[src/rtl/agu_pkg.sv]
package agu_pkg;

    typedef enum logic [1:0] {
        AM_PLAIN = 2'd0,
        AM_PRE   = 2'd1,
        AM_POST  = 2'd2,
        AM_RSVD  = 2'd3
    } amode_e;

    typedef enum logic {
        OS_IDLE = 1'b0,
        OS_SHOW = 1'b1
    } ostate_e;

endpackage

[src/rtl/agu_scale.sv]
module agu_scale #(
    parameter int AW = 32
) (
    input  logic [AW-1:0] idx,
    input  logic [1:0]    sel,
    output logic [AW-1:0] scaled
);
    always_comb begin
        unique case (sel)
            2'd0:    scaled = idx;
            2'd1:    scaled = {idx[AW-2:0], 1'b0};
            2'd2:    scaled = {idx[AW-3:0], 2'b00};
            default: scaled = {idx[AW-4:0], 3'b000};
        endcase
    end
endmodule

[src/rtl/agu_combine.sv]
module agu_combine #(
    parameter int AW    = 32,
    parameter int OFW   = 16,
    parameter bit OR_EN = 1'b1
) (
    input  logic [AW-1:0]  sum,
    input  logic [OFW-1:0] off,
    input  logic           or_req,
    output logic [AW-1:0]  ea,
    output logic           mis
);
    localparam int EXT = AW - OFW;

    logic [AW-1:0] off_x;
    logic [AW-1:0] add_res;

    assign off_x   = {{EXT{off[OFW-1]}}, off};
    assign add_res = sum + off_x;

    generate
        if (OR_EN) begin : g_or
            logic overlap;
            assign overlap = |(sum & off_x);
            assign ea  = (or_req && !overlap) ? (sum | off_x) : add_res;
            assign mis = or_req && overlap;
        end else begin : g_add
            logic unused_or;
            assign unused_or = or_req;
            assign ea  = add_res;
            assign mis = 1'b0;
        end
    endgenerate
endmodule

[src/rtl/agu_wb_policy.sv]
module agu_wb_policy
    import agu_pkg::*;
#(
    parameter bit STORE_ONLY = 1'b1
) (
    input  logic [1:0] mode,
    input  logic       is_store,
    output logic       wb_go,
    output logic       bad_combo
);
    logic want;
    assign want = (mode == AM_PRE) || (mode == AM_POST);

    generate
        if (STORE_ONLY) begin : g_store_only
            assign wb_go     = want && is_store;
            assign bad_combo = want && !is_store;
        end else begin : g_any
            logic unused_st;
            assign unused_st = is_store;
            assign wb_go     = want;
            assign bad_combo = 1'b0;
        end
    endgenerate
endmodule

[src/rtl/agu_wb_top.sv]
module agu_wb_top
    import agu_pkg::*;
#(
    parameter int AW            = 32,
    parameter int OFW           = 16,
    parameter int TAGW          = 5,
    parameter bit OR_IDX_EN     = 1'b1,
    parameter bit STORE_ONLY_WB = 1'b1
) (
    input  logic            clk,
    input  logic            rst_n,
    input  logic            req_valid,
    input  logic [AW-1:0]   base,
    input  logic [AW-1:0]   index,
    input  logic [1:0]      scale_sel,
    input  logic [OFW-1:0]  offset,
    input  logic            op_store,
    input  logic [1:0]      mode,
    input  logic            or_idx,
    input  logic [TAGW-1:0] dst_tag,
    output logic            acc_valid,
    output logic [AW-1:0]   acc_addr,
    output logic            upd_valid,
    output logic [TAGW-1:0] upd_tag,
    output logic [AW-1:0]   upd_value,
    output logic            illegal,
    output logic            misalign
);
    logic [AW-1:0] scaled;
    logic [AW-1:0] sum;
    logic [AW-1:0] ea;
    logic          mis;
    logic          wb_go;
    logic          bad_combo;
    logic [AW-1:0] acc_nxt;

    agu_scale #(.AW(AW)) u_scale (
        .idx    (index),
        .sel    (scale_sel),
        .scaled (scaled)
    );

    assign sum = base + scaled;

    agu_combine #(.AW(AW), .OFW(OFW), .OR_EN(OR_IDX_EN)) u_comb (
        .sum    (sum),
        .off    (offset),
        .or_req (or_idx),
        .ea     (ea),
        .mis    (mis)
    );

    agu_wb_policy #(.STORE_ONLY(STORE_ONLY_WB)) u_pol (
        .mode      (mode),
        .is_store  (op_store),
        .wb_go     (wb_go),
        .bad_combo (bad_combo)
    );

    assign acc_nxt = (mode == AM_POST) ? base : ea;

    // output state machine
    ostate_e state_q, state_d;

    always_comb begin
        state_d = state_q;
        unique case (state_q)
            OS_IDLE: if (req_valid)  state_d = OS_SHOW;
            OS_SHOW: if (!req_valid) state_d = OS_IDLE;
            default: state_d = OS_IDLE;
        endcase
    end

    always_ff @(posedge clk) begin
        if (!rst_n) state_q <= OS_IDLE;
        else        state_q <= state_d;
    end

    // output registers
    logic [AW-1:0]   acc_q;
    logic [AW-1:0]   upd_q;
    logic [TAGW-1:0] tag_q;
    logic            updv_q;
    logic            ill_q;
    logic            mis_q;

    always_ff @(posedge clk) begin
        if (!rst_n) begin
            acc_q  <= '0;
            upd_q  <= '0;
            tag_q  <= '0;
            updv_q <= 1'b0;
            ill_q  <= 1'b0;
            mis_q  <= 1'b0;
        end else begin
            updv_q <= req_valid && wb_go;
            ill_q  <= req_valid && bad_combo;
            mis_q  <= req_valid && mis;
            if (req_valid) begin
                acc_q <= acc_nxt;
                upd_q <= ea;
                tag_q <= dst_tag;
            end
        end
    end

    assign acc_valid = (state_q == OS_SHOW);
    assign acc_addr  = acc_q;
    assign upd_valid = updv_q;
    assign upd_value = upd_q;
    assign upd_tag   = tag_q;
    assign illegal   = ill_q;
    assign misalign  = mis_q;
endmodule

[config.mk]
export PLATFORM = sky130hd
export DESIGN_NAME = agu_wb_top
export DESIGN_NICKNAME = d
export VERILOG_FILES = /design/src/rtl/agu_pkg.sv /design/src/rtl/agu_scale.sv /design/src/rtl/agu_combine.sv /design/src/rtl/agu_wb_policy.sv /design/src/rtl/agu_wb_top.sv
export SDC_FILE = /design/constraint.sdc
export NUM_CORES = 1
export LEC_CHECK = 0
export BUFFER_PORTS_ARGS = -buffer_cell sky130_fd_sc_hd__buf_2
export CORE_MARGIN = 4
export CORE_UTILIZATION = 45
export CTS_CLUSTER_SIZE = 8
export DETAILED_ROUTE_END_ITERATION = 8
export HOLD_SLACK_MARGIN = 0.06
export PLACE_DENSITY = 0.74
export SETUP_SLACK_MARGIN = 0.3
export SYNTH_ARGS = -nofsm -noshare
export SYNTH_HDL_FRONTEND = slang
export SYNTH_SLANG_ARGS = --single-unit
[constraint.sdc]
create_clock -name clk -period 9 [get_ports clk]
set_clock_uncertainty 0.2 [all_clocks]
set_input_delay 2.7 -clock clk [delete_from_list [all_inputs] [get_ports clk]]
set_output_delay 2.7 -clock clk [all_outputs]
set_load 0.03 [all_outputs]
# ---- Yosys cells after proc, flatten, opt, wreduce, memory -nomap -nowiden
# Cells that the tools add are included.
dict set report word_totals {
  ff_bits 73
}
dict set report classes {
  eq_ne 4
  reduce_logical 12
  n_addsub 2
  mux 4
  bitwise 2
}
# operator n
set op_table {}
lappend op_table {{32-bit case mux with 3 select lines} 1}
lappend op_table {{32-bit adder} 2}
lappend op_table {{32-bit 2-to-1 mux} 2}
lappend op_table {{32-bit AND} 1}
lappend op_table {{32-bit OR} 1}
lappend op_table {{32-bit OR reduction} 1}
lappend op_table {{1-bit logical AND} 7}
lappend op_table {{2-bit by 1-bit equality test with 1-bit output, second input constant} 2}
lappend op_table {{2-bit equality test, second input constant} 2}
lappend op_table {{1-bit zero test} 2}
lappend op_table {{2-bit zero test} 1}
lappend op_table {{1-bit logical OR} 1}
lappend op_table {{1-bit 2-to-1 mux} 1}

# ---- Longest topological paths before layout
dict set report logic_depth {
  word_depth 9
  mapped_depth 25
  depth_no_buf 21
}

# ---- Modules after synthesis
# A second synthesis with hierarchy kept.
dict set report hier_totals {
  cells_unflattened 978
  hier_area_um2 8115.3
}
# module cells_per_inst n_inst area_each_um2
set by_module_without_submodules {}
lappend by_module_without_submodules {agu_wb_top 505 1 4634.4}
lappend by_module_without_submodules {agu_combine 401 1 2751.4}
lappend by_module_without_submodules {agu_scale 69 1 710.7}
lappend by_module_without_submodules {agu_wb_policy 3 1 18.8}

# ---- Worst setup path after synthesis
# OpenSTA, ideal clock, no wires.
dict set report synth_path {
  path_kind {in2reg}
  from {in scale_sel[0]}
  to {reg acc_q[29] (netlist: acc_addr[29])}
  n_path_buf 3
  stages 21
  arrival_time_ps 7856
  path_slack_ps 857
  cell_sequence {clkbuf_1 -> buf_1 -> mux4_2 -> ha_1 -> a21oi_1 -> o221ai_1 -> a31oi_1 -> o21ai_0 -> a21o_1 -> a21o_1 -> xor2_1 -> inv_1 -> ha_1 -> clkbuf_1 -> nand3_1 -> or3_1 -> o31a_1 -> nor4_1 -> nor3_1 -> o21ba_2 -> o31ai_1}
}
dict set report synth_between {
  elab_chain_len 9
}
# element line
set synth_lines {}
lappend synth_lines {{start: declaration} agu_wb_top.sv:15} ;# input logic [1:0] scale_sel,
lappend synth_lines {{2-bit equality test (tied with other cells)} agu_scale.sv:9} ;# unique case (sel)
lappend synth_lines {{32-bit case mux with 3 select lines (*)} agu_scale.sv:9}
lappend synth_lines {{32-bit adder (*)} agu_wb_top.sv:43} ;# assign sum = base + scaled;
lappend synth_lines {{branches (longest 4 deep; another with 32-bit adder)} --}
lappend synth_lines {{32-bit 2-to-1 mux (*)} agu_combine.sv:24} ;# assign ea = (or_req && !overlap) ? (sum | off_x) : add_res;
lappend synth_lines {{32-bit 2-to-1 mux (*)} agu_wb_top.sv:60} ;# assign acc_nxt = (mode == AM_POST) ? base : ea;
lappend synth_lines {{end signal: assignment} agu_wb_top.sv:100} ;# acc_q <= acc_nxt;
lappend synth_lines {{end: declaration} agu_wb_top.sv:80} ;# logic [AW-1:0] acc_q;
# Mark *: on every way between the ends.
# A chain may end at the register's enable or synchronous reset.

# ---- Worst setup path after layout
dict set report layout_path {
  from {in scale_sel[0]}
  to {reg acc_q[8] (netlist: acc_addr[8])}
}
# Same word-level chain as after synthesis.

==> flow_summary_export.csv <==
group,metric,value,unit
layout,fin_util,53.4,%
floorplan,rows,48,
worst_setup_path,cp.arrival,8150,ps
timing,rsz_0062_raised_after_global_routing,"no",
layout,mostFrequentLayoutCell,"sky130_fd_sc_hd__buf_2",
worst_setup_path,worstRegToRegCells,2,
clock_tree,clk_path_buf_depth,2,
floorplan,initial_utilization,46.1,%
synthesis,syn_avg_cell_area,7.88,sq um
clock_tree,htreeDepth,3,
layout,final_cell_mix,"sky130_fd_sc_hd__buf_2 (166), sky130_fd_sc_hd__a21oi_1 (111), sky130_fd_sc_hd__ha_1 (101)",
route,drtAntennaViolNets,0,
worst_setup_path,reg2reg_from,"upd_value[29]$_SDFFE_PN0P_",
global_routing,number_of_antenna_violations_at_the_first_check_in_global_routing,1,
timing,final_min_period_over_clock_period,89.9,%
power,power.sequential.fraction,20.3,%
min_path,holdCritStartpoint,"acc_addr[22]$_SDFFE_PN0P_",
global_routing,global_route_usage_over_all_layers,24.3,%
synthesis,synth_register_bits,73,
power,switching_power,0.971,mW
place,numPortBuffers,166,
synthesis,synth-edff-count,0,
synthesis,synth.yosys.seq_area_share,18.3,%
floorplan,overall_die_area,20000,sq um
timing,max_slew_margin,19.4,%
clock_tree,cts-hold-fix-buffers,0,
worst_setup_path,critical_path.startpoint_type,"primary input",
synthesis,mappedNetlistArea,8000,sq um
clock_tree,clock_tree_from_tritoncts,"yes",
route,drt-wirelength-per-cell,18.3,um
route,number_of_search_and_repair_iterations_in_the_first_detailed_routing_pass,5,
floorplan,die_w,141,um
route,route.final.wire_length,25.2,mm
worst_setup_path,reg2reg_to,"upd_value[29]$_SDFFE_PN0P_",
power,p_comb_share,62.4,%
power,p_sw_share,47.1,%
synthesis,synthesis.nets,1213,
timing,setup_viol,0,
synthesis,synthesis_warnings,0,
run,maxCapViolCount,0,
place,detailedPlacementHpwl,20.8,mm
floorplan,die_h,141,um
layout,total_number_of_nets_in_the_final_design,1345,
global_routing,overflow,0,
place,place_congestion,0.948,
timing,max_slew.worst_pin.slew,1200,ps
layout,layout-drive-gt1-share,20.4,%
route,drc,0,
timing,fin_tns_setup,0,ps
route,via_per_inst,5.78,
floorplan,area_inside_the_core_boundary,17400,sq um
power,power_frac_clock,17.4,%
synthesis,synth_async_sr_flop_share,0,%
route,dr_total_vias,7977,
power,reported_leakage_power,4.36,nW
floorplan,io_pins,167,
clock_tree,clk_pin_slew,60,ps
worst_setup_path,critical_path.endpoint_type,"flop",
power,p_per_area,222,nW/um^2
worst_setup_path,crit_required,9050,ps
synthesis,synth_cell_type_count,67,
timing,achievable-frequency,124,MHz
route,initial_detailed_routing_violation_count,430,
min_path,hold_path_depth,2,
min_path,min-delay-path-class,"reg2reg",
global_routing,wire_length_of_the_first_global_routing_pass,39.1,mm
clock_tree,cts_sinks,73,
clock_tree,cts_buffers,9,
power,irDropWorstVdd,0.000166,V
min_path,hold_end,"acc_addr[22]$_SDFFE_PN0P_",
worst_setup_path,timing.setup.critical_path_class,"in2reg",
status,run_status,"completed",
timing,finalHoldViolCount,0,
worst_setup_path,timing.reg2reg.setup_slack,7960,ps
timing,final.min_clock_period,8090,ps
synthesis,syn-instance-count,1016,
clock_tree,root_buffer,"sky130_fd_sc_hd__clkbuf_16",
power,power_report.internal_total,1.09,mW
worst_setup_path,cp_max_fo,65,
synthesis,ys_dominant_reg_cell,"sky130_fd_sc_hd__dfxtp_1",
timing,final_slew_viol_count,0,
global_routing,grt_start_max_net_pins,66,
global_routing,number_of_global_route_vias_before_repair,7060,
layout,syn_to_final_growth,15.8,%
clock_tree,worst_skew_pair.late_latency,330,ps
==> cell families (layout without fill, tap and decap cells) <==
family / count (synthesis) / count (layout) / share of synthesized area (%)
AND/OR/NAND/NOR: 287 / 287 / 17.2
adder cells (fa/ha/maj): 103 / 103 / 16.3
XOR/XNOR: 54 / 54 / 5.91
multiplexers: 46 / 46 / 10.0
buffers and inverters: 124 / 261 / 5.83
flip-flops: 73 / 73 / 18.3
AO/OA/AOI/OAI: 329 / 329 / 26.5
other: 0 / 1 / 0
==> flip-flops by register name, summed over array words and instances (netlist names) <==
signal	flops
acc_addr	32
acc_valid	1
illegal	1
misalign	1
upd_tag	5
upd_valid	1
upd_value	32
==> repair_timing <==
action,4_1_cts,5_1_grt
gates resized for setup,0,1
setup buffers,0,0
setup endpoints to repair,0,1
==> power groups by stage <==
stage	sequential (mW)	combinational (mW)	clock [mW]
finish	0.417	1.28	0.357
global route	0.424	1.40	0.379
CTS	0.417	1.27	0.363
detailed placement	0.423	1.26	0
global placement	0.422	1.26	0
floorplan	0.539	0.817	0
==> worst max-delay path: stages <==
cell and delay [ps]:
sky130_fd_sc_hd__buf_2 420, sky130_fd_sc_hd__buf_4 370, sky130_fd_sc_hd__mux4_2 530, sky130_fd_sc_hd__ha_1 370, sky130_fd_sc_hd__a21o_1 210, sky130_fd_sc_hd__a21o_1 160, sky130_fd_sc_hd__a21o_1 180, sky130_fd_sc_hd__a21o_1 190
sky130_fd_sc_hd__a31oi_1 210, sky130_fd_sc_hd__a31oi_1 130, sky130_fd_sc_hd__mux2i_1 150, sky130_fd_sc_hd__or2_2 300, sky130_fd_sc_hd__ha_1 210, sky130_fd_sc_hd__nor4_1 310, sky130_fd_sc_hd__nand4_1 130, sky130_fd_sc_hd__nor3_1 360
sky130_fd_sc_hd__nand2_2 80, sky130_fd_sc_hd__buf_4 320, sky130_fd_sc_hd__o21ai_0 410, sky130_fd_sc_hd__mux2i_1 140, sky130_fd_sc_hd__a211oi_1 220
==> synthesized netlist by cell type (13+ instances only) <==
cell type                  count  area (sq um)
sky130_fd_sc_hd__inv_1        71           267
sky130_fd_sc_hd__nand2_1      78           293
sky130_fd_sc_hd__dfxtp_1      73          1460
sky130_fd_sc_hd__xor2_1       19           166
sky130_fd_sc_hd__a211oi_1     27           203
sky130_fd_sc_hd__o31ai_1      13          97.6
sky130_fd_sc_hd__nor3_1       19          95.1
sky130_fd_sc_hd__mux4_2       27           608
sky130_fd_sc_hd__o21ai_0      63           315
sky130_fd_sc_hd__nand2b_1     23           144
sky130_fd_sc_hd__xnor2_1      35           307
sky130_fd_sc_hd__nand3_1      20           100
sky130_fd_sc_hd__a21o_1       23           173
sky130_fd_sc_hd__mux2i_1      17           170
sky130_fd_sc_hd__nor2_1       79           297
sky130_fd_sc_hd__a21oi_1     111           556
sky130_fd_sc_hd__nand4_1      14          87.6
sky130_fd_sc_hd__clkbuf_1     45           169
sky130_fd_sc_hd__ha_1        101          1260
==> per-stage QoR <==
step                      power, mW  instance area (sq um)  setup WS [ps]  hold slack, ps  instances
final                          2.06                   9270            907             251       1379
after global placement         1.68                   8970            609             234       1362
after floorplan                1.36                   8000            857             381       1016
after global routing           2.21                   9270            425             277       1379
after detailed placement       1.68                   8970            489             240       1362
after CTS                      2.05                   9270            841             253       1378
==> layer usage <==
metal	vias up	global-route usage, %	wire (um)
met5	-	0	0
met4	0	4.44	269
met3	14	3.34	2250
met2	313	33.4	10000
met1	3687	39.9	12600
li1	3963	-	-
==> final cells by class <==
| type | instances | area [sq um] |
|---|---|---|
| Fill cell | 1703 | 8090 |
| Multi-Input combinational cell | 819 | 6080 |
| Sequential cell | 73 | 1460 |
| Timing Repair Buffer | 172 | 876 |
| Tap cell | 225 | 282 |
| Inverter | 73 | 274 |
| Clock buffer | 10 | 229 |
| Clock inverter | 6 | 67.6 |
| Antenna cell | 1 | 2.50 |
==> how the worst max path moves through the flow <==
stage / slack, ps / cells past startpoint / end / start
detailed placement: 490 / 21 / acc_addr[2]$_SDFFE_PN0P_ / scale_sel[0]
global placement: 610 / 20 / acc_addr[2]$_SDFFE_PN0P_ / scale_sel[0]
finish: 910 / 21 / acc_addr[8]$_SDFFE_PN0P_ / scale_sel[0]
global route: 430 / 21 / acc_addr[8]$_SDFFE_PN0P_ / scale_sel[0]
CTS: 840 / 21 / acc_addr[2]$_SDFFE_PN0P_ / scale_sel[0]
floorplan: 860 / 21 / acc_addr[29]$_SDFFE_PN0P_ / scale_sel[0]
(Power assumes the default switching activity.)
